### config.mk
export PLATFORM = sky130hd
export DESIGN_NAME = ilv_block_reader
export DESIGN_NICKNAME = d
export VERILOG_FILES = /design/src/rtl/ilv_pkg.sv /design/src/rtl/ilv_bank.sv /design/src/rtl/ilv_stream.sv /design/src/rtl/ilv_ctrl.sv /design/src/rtl/ilv_block_reader.sv
export SDC_FILE = /design/constraint.sdc
export NUM_CORES = 2
export LEC_CHECK = 0
export BUFFER_PORTS_ARGS = -buffer_cell sky130_fd_sc_hd__buf_4
export CORE_MARGIN = 2
export CORE_UTILIZATION = 45
export CTS_BUF_LIST = sky130_fd_sc_hd__clkbuf_16
export CTS_CLUSTER_SIZE = 28
export DETAILED_ROUTE_END_ITERATION = 16
export GPL_ROUTABILITY_DRIVEN = 0
export PLACE_DENSITY = 0.56
export SETUP_SLACK_MARGIN = 0.3
export SLEW_MARGIN = 0
export SYNTH_ARGS = -nofsm -noshare
export SYNTH_HDL_FRONTEND = slang
export SYNTH_HIERARCHICAL = 1
export SYNTH_SLANG_ARGS = --single-unit
### constraint.sdc
create_clock -name clk -period 5.4 [get_ports clk]
set_input_delay 0.81 -clock clk [delete_from_list [all_inputs] [get_ports clk]]
set_output_delay 0.81 -clock clk [all_outputs]
set_load 0.005 [all_outputs]
### src/rtl/ilv_pkg.sv
package ilv_pkg;

    typedef enum logic [1:0] {
        ST_IDLE   = 2'd0,
        ST_SEND   = 2'd1,
        ST_HOLD   = 2'd2,
        ST_ACCESS = 2'd3
    } ilv_state_e;

endpackage

### src/rtl/ilv_bank.sv
module ilv_bank #(
    parameter int DATA_W   = 32,
    parameter int ROW_W    = 4,
    parameter int BANK_CYC = 10
) (
    input  logic              clk,
    input  logic              rst_n,
    input  logic              start,
    input  logic [ROW_W-1:0]  rd_row,
    input  logic              wr_en,
    input  logic [ROW_W-1:0]  wr_row,
    input  logic [DATA_W-1:0] wr_data,
    output logic              busy,
    output logic [DATA_W-1:0] rdata
);
    localparam int ROWS  = 1 << ROW_W;
    localparam int TMR_W = $clog2(BANK_CYC + 1);

    logic [DATA_W-1:0] mem [ROWS];
    logic [TMR_W-1:0]  tmr_q;

    // storage array and read latch
    always_ff @(posedge clk) begin
        if (wr_en)
            mem[wr_row] <= wr_data;
        if (start)
            rdata <= mem[rd_row];
    end

    // cycle-time timer: nonzero while the bank may not be restarted
    always_ff @(posedge clk) begin
        if (!rst_n)
            tmr_q <= '0;
        else if (start)
            tmr_q <= TMR_W'(BANK_CYC - 1);
        else if (tmr_q != '0)
            tmr_q <= tmr_q - 1'b1;
    end

    assign busy = (tmr_q != '0);

endmodule

### src/rtl/ilv_stream.sv
module ilv_stream #(
    parameter int NW     = 4,
    parameter int DATA_W = 32
) (
    input  logic                       clk,
    input  logic                       rst_n,
    input  logic                       load,
    input  logic [NW-1:0][DATA_W-1:0]  words,
    output logic                       valid,
    output logic [DATA_W-1:0]          data,
    output logic                       last
);
    localparam int CNT_W = $clog2(NW + 1);

    logic [NW-1:0][DATA_W-1:0] buf_q;
    logic [CNT_W-1:0]          cnt_q;

    always_ff @(posedge clk) begin
        if (!rst_n) begin
            buf_q <= '0;
            cnt_q <= '0;
        end else if (load) begin
            buf_q <= words;
            cnt_q <= CNT_W'(NW);
        end else if (cnt_q != '0) begin
            for (int i = 0; i < NW - 1; i++)
                buf_q[i] <= buf_q[i+1];
            buf_q[NW-1] <= '0;
            cnt_q       <= cnt_q - 1'b1;
        end
    end

    assign valid = (cnt_q != '0);
    assign last  = (cnt_q == CNT_W'(1));
    assign data  = buf_q[0];

endmodule

### src/rtl/ilv_ctrl.sv
module ilv_ctrl
    import ilv_pkg::*;
#(
    parameter int BLK_W   = 4,
    parameter int ACC_LAT = 10
) (
    input  logic             clk,
    input  logic             rst_n,
    input  logic             req_valid,
    input  logic [BLK_W-1:0] req_blk,
    input  logic             banks_busy,
    output logic             req_ready,
    output logic             bank_start,
    output logic             stream_load,
    output logic [BLK_W-1:0] row
);
    localparam int ACC_W = $clog2(ACC_LAT + 1);

    ilv_state_e       st_q, st_d;
    logic [ACC_W-1:0] acc_q;
    logic [BLK_W-1:0] blk_q;

    // state register
    always_ff @(posedge clk) begin
        if (!rst_n)
            st_q <= ST_IDLE;
        else
            st_q <= st_d;
    end

    // next-state logic
    always_comb begin
        st_d = st_q;
        unique case (st_q)
            ST_IDLE:          if (req_valid) st_d = ST_SEND;
            ST_SEND, ST_HOLD: st_d = banks_busy ? ST_HOLD : ST_ACCESS;
            ST_ACCESS:        if (acc_q == '0) st_d = ST_IDLE;
            default:          st_d = ST_IDLE;
        endcase
    end

    // outputs
    always_comb begin
        req_ready   = (st_q == ST_IDLE);
        bank_start  = ((st_q == ST_SEND) || (st_q == ST_HOLD)) && !banks_busy;
        stream_load = (st_q == ST_ACCESS) && (acc_q == '0);
        row         = blk_q;
    end

    // address latch and access-latency counter
    always_ff @(posedge clk) begin
        if (!rst_n) begin
            blk_q <= '0;
            acc_q <= '0;
        end else begin
            if (req_ready && req_valid)
                blk_q <= req_blk;
            if (bank_start)
                acc_q <= ACC_W'(ACC_LAT - 1);
            else if ((st_q == ST_ACCESS) && (acc_q != '0))
                acc_q <= acc_q - 1'b1;
        end
    end

endmodule

### src/rtl/ilv_block_reader.sv
module ilv_block_reader #(
    parameter int DATA_W    = 32,
    parameter int BLK_W     = 4,
    parameter int BANK_BITS = 2,
    parameter int ACC_LAT   = 10,
    parameter int BANK_CYC  = 10
) (
    input  logic                        clk,
    input  logic                        rst_n,
    input  logic                        req_valid,
    input  logic [BLK_W-1:0]            req_blk,
    output logic                        req_ready,
    input  logic                        wr_en,
    input  logic [BLK_W+BANK_BITS-1:0]  wr_addr,
    input  logic [DATA_W-1:0]           wr_data,
    output logic                        rsp_valid,
    output logic [DATA_W-1:0]           rsp_data,
    output logic                        rsp_last
);
    localparam int NBANK = 1 << BANK_BITS;

    logic [NBANK-1:0]             bank_busy;
    logic [NBANK-1:0][DATA_W-1:0] bank_q;
    logic                         bank_start;
    logic                         stream_load;
    logic [BLK_W-1:0]             rd_row;

    ilv_ctrl #(
        .BLK_W   (BLK_W),
        .ACC_LAT (ACC_LAT)
    ) u_ctrl (
        .clk         (clk),
        .rst_n       (rst_n),
        .req_valid   (req_valid),
        .req_blk     (req_blk),
        .banks_busy  (|bank_busy),
        .req_ready   (req_ready),
        .bank_start  (bank_start),
        .stream_load (stream_load),
        .row         (rd_row)
    );

    for (genvar g = 0; g < NBANK; g++) begin : g_bank
        ilv_bank #(
            .DATA_W   (DATA_W),
            .ROW_W    (BLK_W),
            .BANK_CYC (BANK_CYC)
        ) u_bank (
            .clk     (clk),
            .rst_n   (rst_n),
            .start   (bank_start),
            .rd_row  (rd_row),
            .wr_en   (wr_en && (wr_addr[BANK_BITS-1:0] == BANK_BITS'(g))),
            .wr_row  (wr_addr[BLK_W+BANK_BITS-1:BANK_BITS]),
            .wr_data (wr_data),
            .busy    (bank_busy[g]),
            .rdata   (bank_q[g])
        );
    end

    ilv_stream #(
        .NW     (NBANK),
        .DATA_W (DATA_W)
    ) u_stream (
        .clk   (clk),
        .rst_n (rst_n),
        .load  (stream_load),
        .words (bank_q),
        .valid (rsp_valid),
        .data  (rsp_data),
        .last  (rsp_last)
    );

endmodule

# Word-level counts from Yosys, hierarchy flattened
# Memory sizes are Yosys's and may differ from the RTL's. A register that Yosys moved wholly into a read port is not among the register bits.
# Index checks and enable logic that the tools add are counted.
dict set report classes {
  reduce_logical 30
  muxes 26
  n_eq_ne 9
  bitwise_logic 1
  n_addsub 6
}
# cell n
set ops {}
lappend ops {{128-bit 2-to-1 mux} 2}
lappend ops {{4-bit 2-to-1 mux} 10}
lappend ops {{4-bit nonzero test} 5}
lappend ops {{4-bit by 1-bit subtractor with 4-bit output, second input constant} 5}
lappend ops {{2-bit nonzero test} 6}
lappend ops {{1-bit 2-to-1 mux} 9}
lappend ops {{2-bit == test, second input constant} 4}
lappend ops {{1-bit logical AND} 8}
lappend ops {{3-bit 2-to-1 mux} 2}
lappend ops {{2-bit one-hot mux with 3 select lines} 1}
lappend ops {{2-bit OR reduction} 3}
lappend ops {{2-bit by 1-bit == test with 1-bit output, second input constant} 2}
lappend ops {{2-bit zero test} 2}
lappend ops {{4-bit zero test} 1}
lappend ops {{2-bit 2-to-1 mux} 2}
lappend ops {{2-bit != test, second input constant} 2}
lappend ops {{4-bit OR reduction} 1}
lappend ops {{3-bit by 1-bit == test with 1-bit output, second input constant} 1}
lappend ops {{3-bit nonzero test} 1}
lappend ops {{3-bit by 1-bit subtractor with 3-bit output, second input constant} 1}
lappend ops {{2-bit AND reduction} 1}
lappend ops {{1-bit zero test} 1}
lappend ops {{1-bit logical OR} 1}
lappend ops {{1-bit NOT} 1}
dict set report word_totals {
  regBits 157
  mem_bits_rw 2048
  input_bits 46
  elab_cells 94
  out_inout_bits 35
  n_memories 4
}
# memory words width rd rd_clocked_by_memory_dff write_ports line
set mem_list {}
lappend mem_list {{g_bank[0].u_bank.mem} 16 32 1 1 1 ilv_bank.sv:19} ;# logic [DATA_W-1:0] mem [ROWS];
lappend mem_list {{g_bank[1].u_bank.mem} 16 32 1 1 1 ilv_bank.sv:19}
lappend mem_list {{g_bank[2].u_bank.mem} 16 32 1 1 1 ilv_bank.sv:19}
lappend mem_list {{g_bank[3].u_bank.mem} 16 32 1 1 1 ilv_bank.sv:19}

# Longest topological paths before layout
dict set report depth {
  depth_word 5
  ltp_mapped 10
  ltp_nobuf 8
}

# Modules after synthesis
# The synthesis kept the hierarchy.
# module seq_area_each_um2 area_each_um2 cells_per_inst instances
set modules_own_cells {}
lappend modules_own_cells {ilv_bank 16415.7 20358.3 860 4}
lappend modules_own_cells {ilv_stream 2622.5 5615.4 726 1}
lappend modules_own_cells {ilv_ctrl 200.2 503.0 58 1}
lappend modules_own_cells {ilv_block_reader 0.0 38.8 5 1}

# Worst setup path before layout
# Ideal clock, no wire load.
dict set report synth_path {
  path_type {register to register}
  from {reg g_bank[1].u_bank.tmr_q[0]}
  to {reg u_ctrl.st_q[0]}
  path_slack_ns 0.408
  t_required_ns 5.318
  setup_ns 0.082
  n_path_buf 1
  period_less_slack_ns 4.992
  arrival_ns 4.910
  path_stages_with_launch 10
  cell_sequence {dfxtp_1 inv_1 ha_1 or3b_2 clkbuf_1 or4_1 nand2b_1 inv_1 o21ai_0 mux2i_1}
}
dict set report synth_between {
  elab_chain_len 4
}
# item line
set synth_rtl {}
lappend synth_rtl {{from (decl)} ilv_bank.sv:20} ;# logic [TMR_W-1:0] tmr_q;
lappend synth_rtl {{from (signal assigned)} ilv_bank.sv:35} ;# tmr_q <= TMR_W'(BANK_CYC - 1);
lappend synth_rtl {{from (signal assigned)} ilv_bank.sv:37} ;# tmr_q <= tmr_q - 1'b1;
lappend synth_rtl {{4-bit nonzero test} ilv_bank.sv:40} ;# assign busy = (tmr_q != '0);
lappend synth_rtl {{net bank_busy[1]} ilv_block_reader.sv:22} ;# logic [NBANK-1:0] bank_busy;
lappend synth_rtl {{4-bit OR reduction} ilv_block_reader.sv:36} ;# .banks_busy (|bank_busy),
lappend synth_rtl {{1-bit 2-to-1 mux} ilv_ctrl.sv:36} ;# ST_SEND, ST_HOLD: st_d = banks_busy ? ST_HOLD : ST_ACCESS;
lappend synth_rtl {{2-bit one-hot mux with 3 select lines} ilv_ctrl.sv:34} ;# unique case (st_q)
lappend synth_rtl {{to (signal assigned)} ilv_ctrl.sv:28} ;# st_q <= st_d;
lappend synth_rtl {{to (decl)} ilv_ctrl.sv:19} ;# ilv_state_e st_q, st_d;
# The timed path passes the listed nets, and every way through them passes these cells.
# A chain may end at the register's enable or synchronous reset.

# Worst setup path in the final report
dict set report layout_path {
  from {reg u_stream.cnt_q[0]}
  to {out rsp_valid}
}
dict set report layout_between {
  elab_chain_len 1
}
# item line
set layout_rtl {}
lappend layout_rtl {{from (decl)} ilv_stream.sv:16} ;# logic [CNT_W-1:0] cnt_q;
lappend layout_rtl {{from (signal assigned)} ilv_stream.sv:24} ;# cnt_q <= CNT_W'(NW);
lappend layout_rtl {{from (signal assigned)} ilv_stream.sv:29} ;# cnt_q <= cnt_q - 1'b1;
lappend layout_rtl {{3-bit nonzero test} ilv_stream.sv:33} ;# assign valid = (cnt_q != '0);
lappend layout_rtl {{to (decl)} ilv_block_reader.sv:16} ;# output logic rsp_valid,
# Every way passes these cells.

==> run metrics <==
Pwr Total=0.04100 W; Pwr Density=417.6 mW/mm²; total CTS buffers=227; EDFF count, synth=2176; cell-internal power=0.03056 W; floorplan row count=161; Reg clk slew, reported paths=0.06 ns; Flop pwr share=0.503; Final Hold Viols=0; largest net degree at the start of global routing=115; Die H=445.2 µm; Compound-Gate Fraction of Synth Area=0.03837; number of port buffers=80; run status=completed; total track usage=0.2153; I/O pin total=81; setup slack after layout=1.926 ns; crit-path max FO=81; Slew Viols, Final=0; violation count after the first detailed-routing iteration=4881; H-tree Lvls=4; post-place setup slack=1.501 ns; multi-input logic area=0.01814 mm²; Net Switching=0.01043 W; Worst Setup End Kind=output pin; length of the first detailed-routing pass in iterations=6; Yosys cell types=49; CTS resizes=0; Post-Synthesis Cells=4229; Layout Nets=4415; Filler Cell Count=15330; DRC Markers=0; Switching Share=0.2545; crit path DAT=2.66 ns; Clock Skew=0.02634 ns; Num Clock Sinks=2333; hpwl dp=116.7 mm; VDD IR-drop max=0.0003069 V; Synth Register Bits=2333; crit path launch type=register; largest family of logic cells by synthesized area=multiplexers; gr ovfl total=0; Max-slew headroom=0.2212; vias in the first global route=41990; final cell count without fillers=7077; Register Area=0.06849 mm²; xor and xnor fraction of the mapped netlist area=0.0008999; Simple-Gate Fraction of Synth Area=0.02690; sequential area share after synthesis=0.7819; multiplexer share of the synthesized area=0.1325; Routed wire per std cell=30.13 µm; CTS Hold Bufs=0; worst slew pin tran=1.165 ns; Vias=41770; worst skew pair latency=0.83 ns; root buffer cell=clkbuf_16; Placed Cells=6651; Yosys warnings=6; first-pass GRT wire length=304.9 mm; Lkg Pwr=30.13 nW; hold crit path type=in2reg; CP Data Required Time=4.59 ns; Clock Power Share=0.358; Starting Density=0.4539; Syn Nets=4290; syn avg cell area=20.71 µm²; Max clock buf depth=3; Async S/R FF share, synth=0; final WL=213.2 mm; Max Clk Rate=0.2878 GHz; period utilization=0.6434; combinational power share=0.139; Period minus WS final=3.474 ns; post-route ant nets=0; Area growth syn-to-layout=12.09%; Setup violations, final=0; Via density=5.902; CTS tree=yes; post-route setup TNS=0 ns; kind of critical path=reg2out; top_reg_cell synth=edfxtp_1; Post-CTS Setup Inserts=0; Synth Cell Area=0.08759 mm²; area of the die=0.1982 mm²; Synth Area in Adders=0.002143; share of post-route cells with drive strength above 1=0.2378; Core Area=0.1930 mm²; antenna violations before repair=18; Die W=445.2 µm; RSZ-0062 raised after global routing=false; Max Cap Viol=0
==> critical path, cell delays in order (launching register included) <==
cell	delay, ns
dfxtp_1	0.33
inv_1	0.08
ha_1	0.22
nor2b_4	0.12
buf_4	0.27
inv_6	0.49
buf_4	0.22
==> metrics by stage <==
step / area [µm²] / hold WS (ns) / util
floorplan: 87590 / 0.4481 / -
global placement: 91330 / 0.4571 / 0.4733
detailed placement: 91330 / 0.4603 / 0.4733
CTS: 98170 / 0.1977 / 0.5087
global route: 98170 / 0.2085 / 0.5087
finish: 98180 / 0.2633 / 0.5088
==> sequential cells by signal, indices dropped and copies added (netlist names) <==
register             cells
u_stream/buf_q          96
g_bank.u_bank/tmr_q     16
g_bank.u_bank/mem     2048
u_stream/cnt_q           3
u_stream/data           32
u_ctrl/acc_q             4
g_bank.u_bank/rdata    128
u_ctrl/row               4
u_ctrl/st_q              2
==> logic make-up (layout without fill, tap and decap cells) <==
family          after synthesis  in the layout
mux                         519            519
other cells                   0              6
simple gates                554            554
fa+ha+maj                    15             15
flops                      2333           2333
xor+xnor                      9              9
buf+inv                     293            609
compound gates              506            506
==> routing by layer <==
| layer | part of all wire | GRT usage |
|---|---|---|
| met1 | 0.45 | 0.3273 |
| met2 | 0.46 | 0.3236 |
| met3 | 0.072 | 0.03558 |
| met4 | 0.026 | 0.05962 |
| met5 | 0.00021 | 0 |
==> layout make-up <==
type	count	share of cell area
Sequential cell	2333	0.6976
Multi-Input combinational cell	1603	0.1847
Clock buffer	232	0.05913
Tap cell	2526	0.03219
Timing Repair Buffer	170	0.01478
Clock inverter	188	0.01051
Inverter	19	0.0009048
Antenna cell	6	0.0001529
==> power by group through the flow <==
stage               Sequential (W)  Clock [W]  Combinational [W]
detailed placement          0.0210          0            0.00574
global placement            0.0210          0            0.00572
floorplan                   0.0208          0            0.00391
global route                0.0207     0.0157            0.00614
CTS                         0.0206     0.0150            0.00576
finish                      0.0206     0.0147            0.00569
==> worst paths after layout <==
path	cells past startpoint	end	startpoint	slack, ns
max	6	rsp_valid	u_stream/cnt_q[0]$_SDFFE_PP0P_	1.93
min	3	u_ctrl/row[1]$_SDFFE_PN0P_	req_blk[1]	0.26
max reg2reg	7	g_bank[0].u_bank/rdata[11]$_DFFE_PP_	g_bank[1].u_bank/tmr_q[0]$_SDFFE_PN0P_	1.94
min reg2reg	2	u_stream/buf_q[125]$_SDFFE_PN0P_	u_stream/buf_q[125]$_SDFFE_PN0P_	0.47
==> placed cells by master, fill, tap and decap left out, types with 15 or more instances in the layout <==
cell type  synthesis  final
a21oi_1           39     39
a22oi_1          256    256
a31oi_1           97     97
buf_4             76    156
clkbuf_16          0    232
clkinv_1           1     41
clkinv_2           0     42
dfxtp_1          157    155
edfxtp_1        2176   2176
ha_1              15     15
inv_1             16    100
mux4_2           512    512
nand2_1          371    371
nand3_1           41     41
nor2_4             0     52
nor3_2             1     18
o21ai_0           89     89
==> cell usage after synthesis (5+ instances only) <==
cell         n  area, µm²
clkbuf_1    95      356.6
a31oi_1     97      606.8
buf_1       40      150.1
nand2_1    371       1393
o21ai_0     89      445.4
ha_1        15      187.7
xnor2_1      5      43.79
buf_2       55      275.3
buf_4       76      570.6
nor3_1      22      110.1
o21a_1       8      60.06
o21ai_1      8      40.04
mux4_2     512      11530
nand3b_1     8      60.06
nand3_1     41      205.2
edfxtp_1  2176      65340
nor2b_1     10      62.56
nand2b_1    13      81.33
dfxtp_1    157       3143
or3b_2       8      70.07
a22oi_1    256       1922
buf_6        7      78.83
inv_1       16      60.06
a21oi_1     39      195.2
nor2_1      65      244.0
Note: power is estimated with default switching activity, not from simulation.
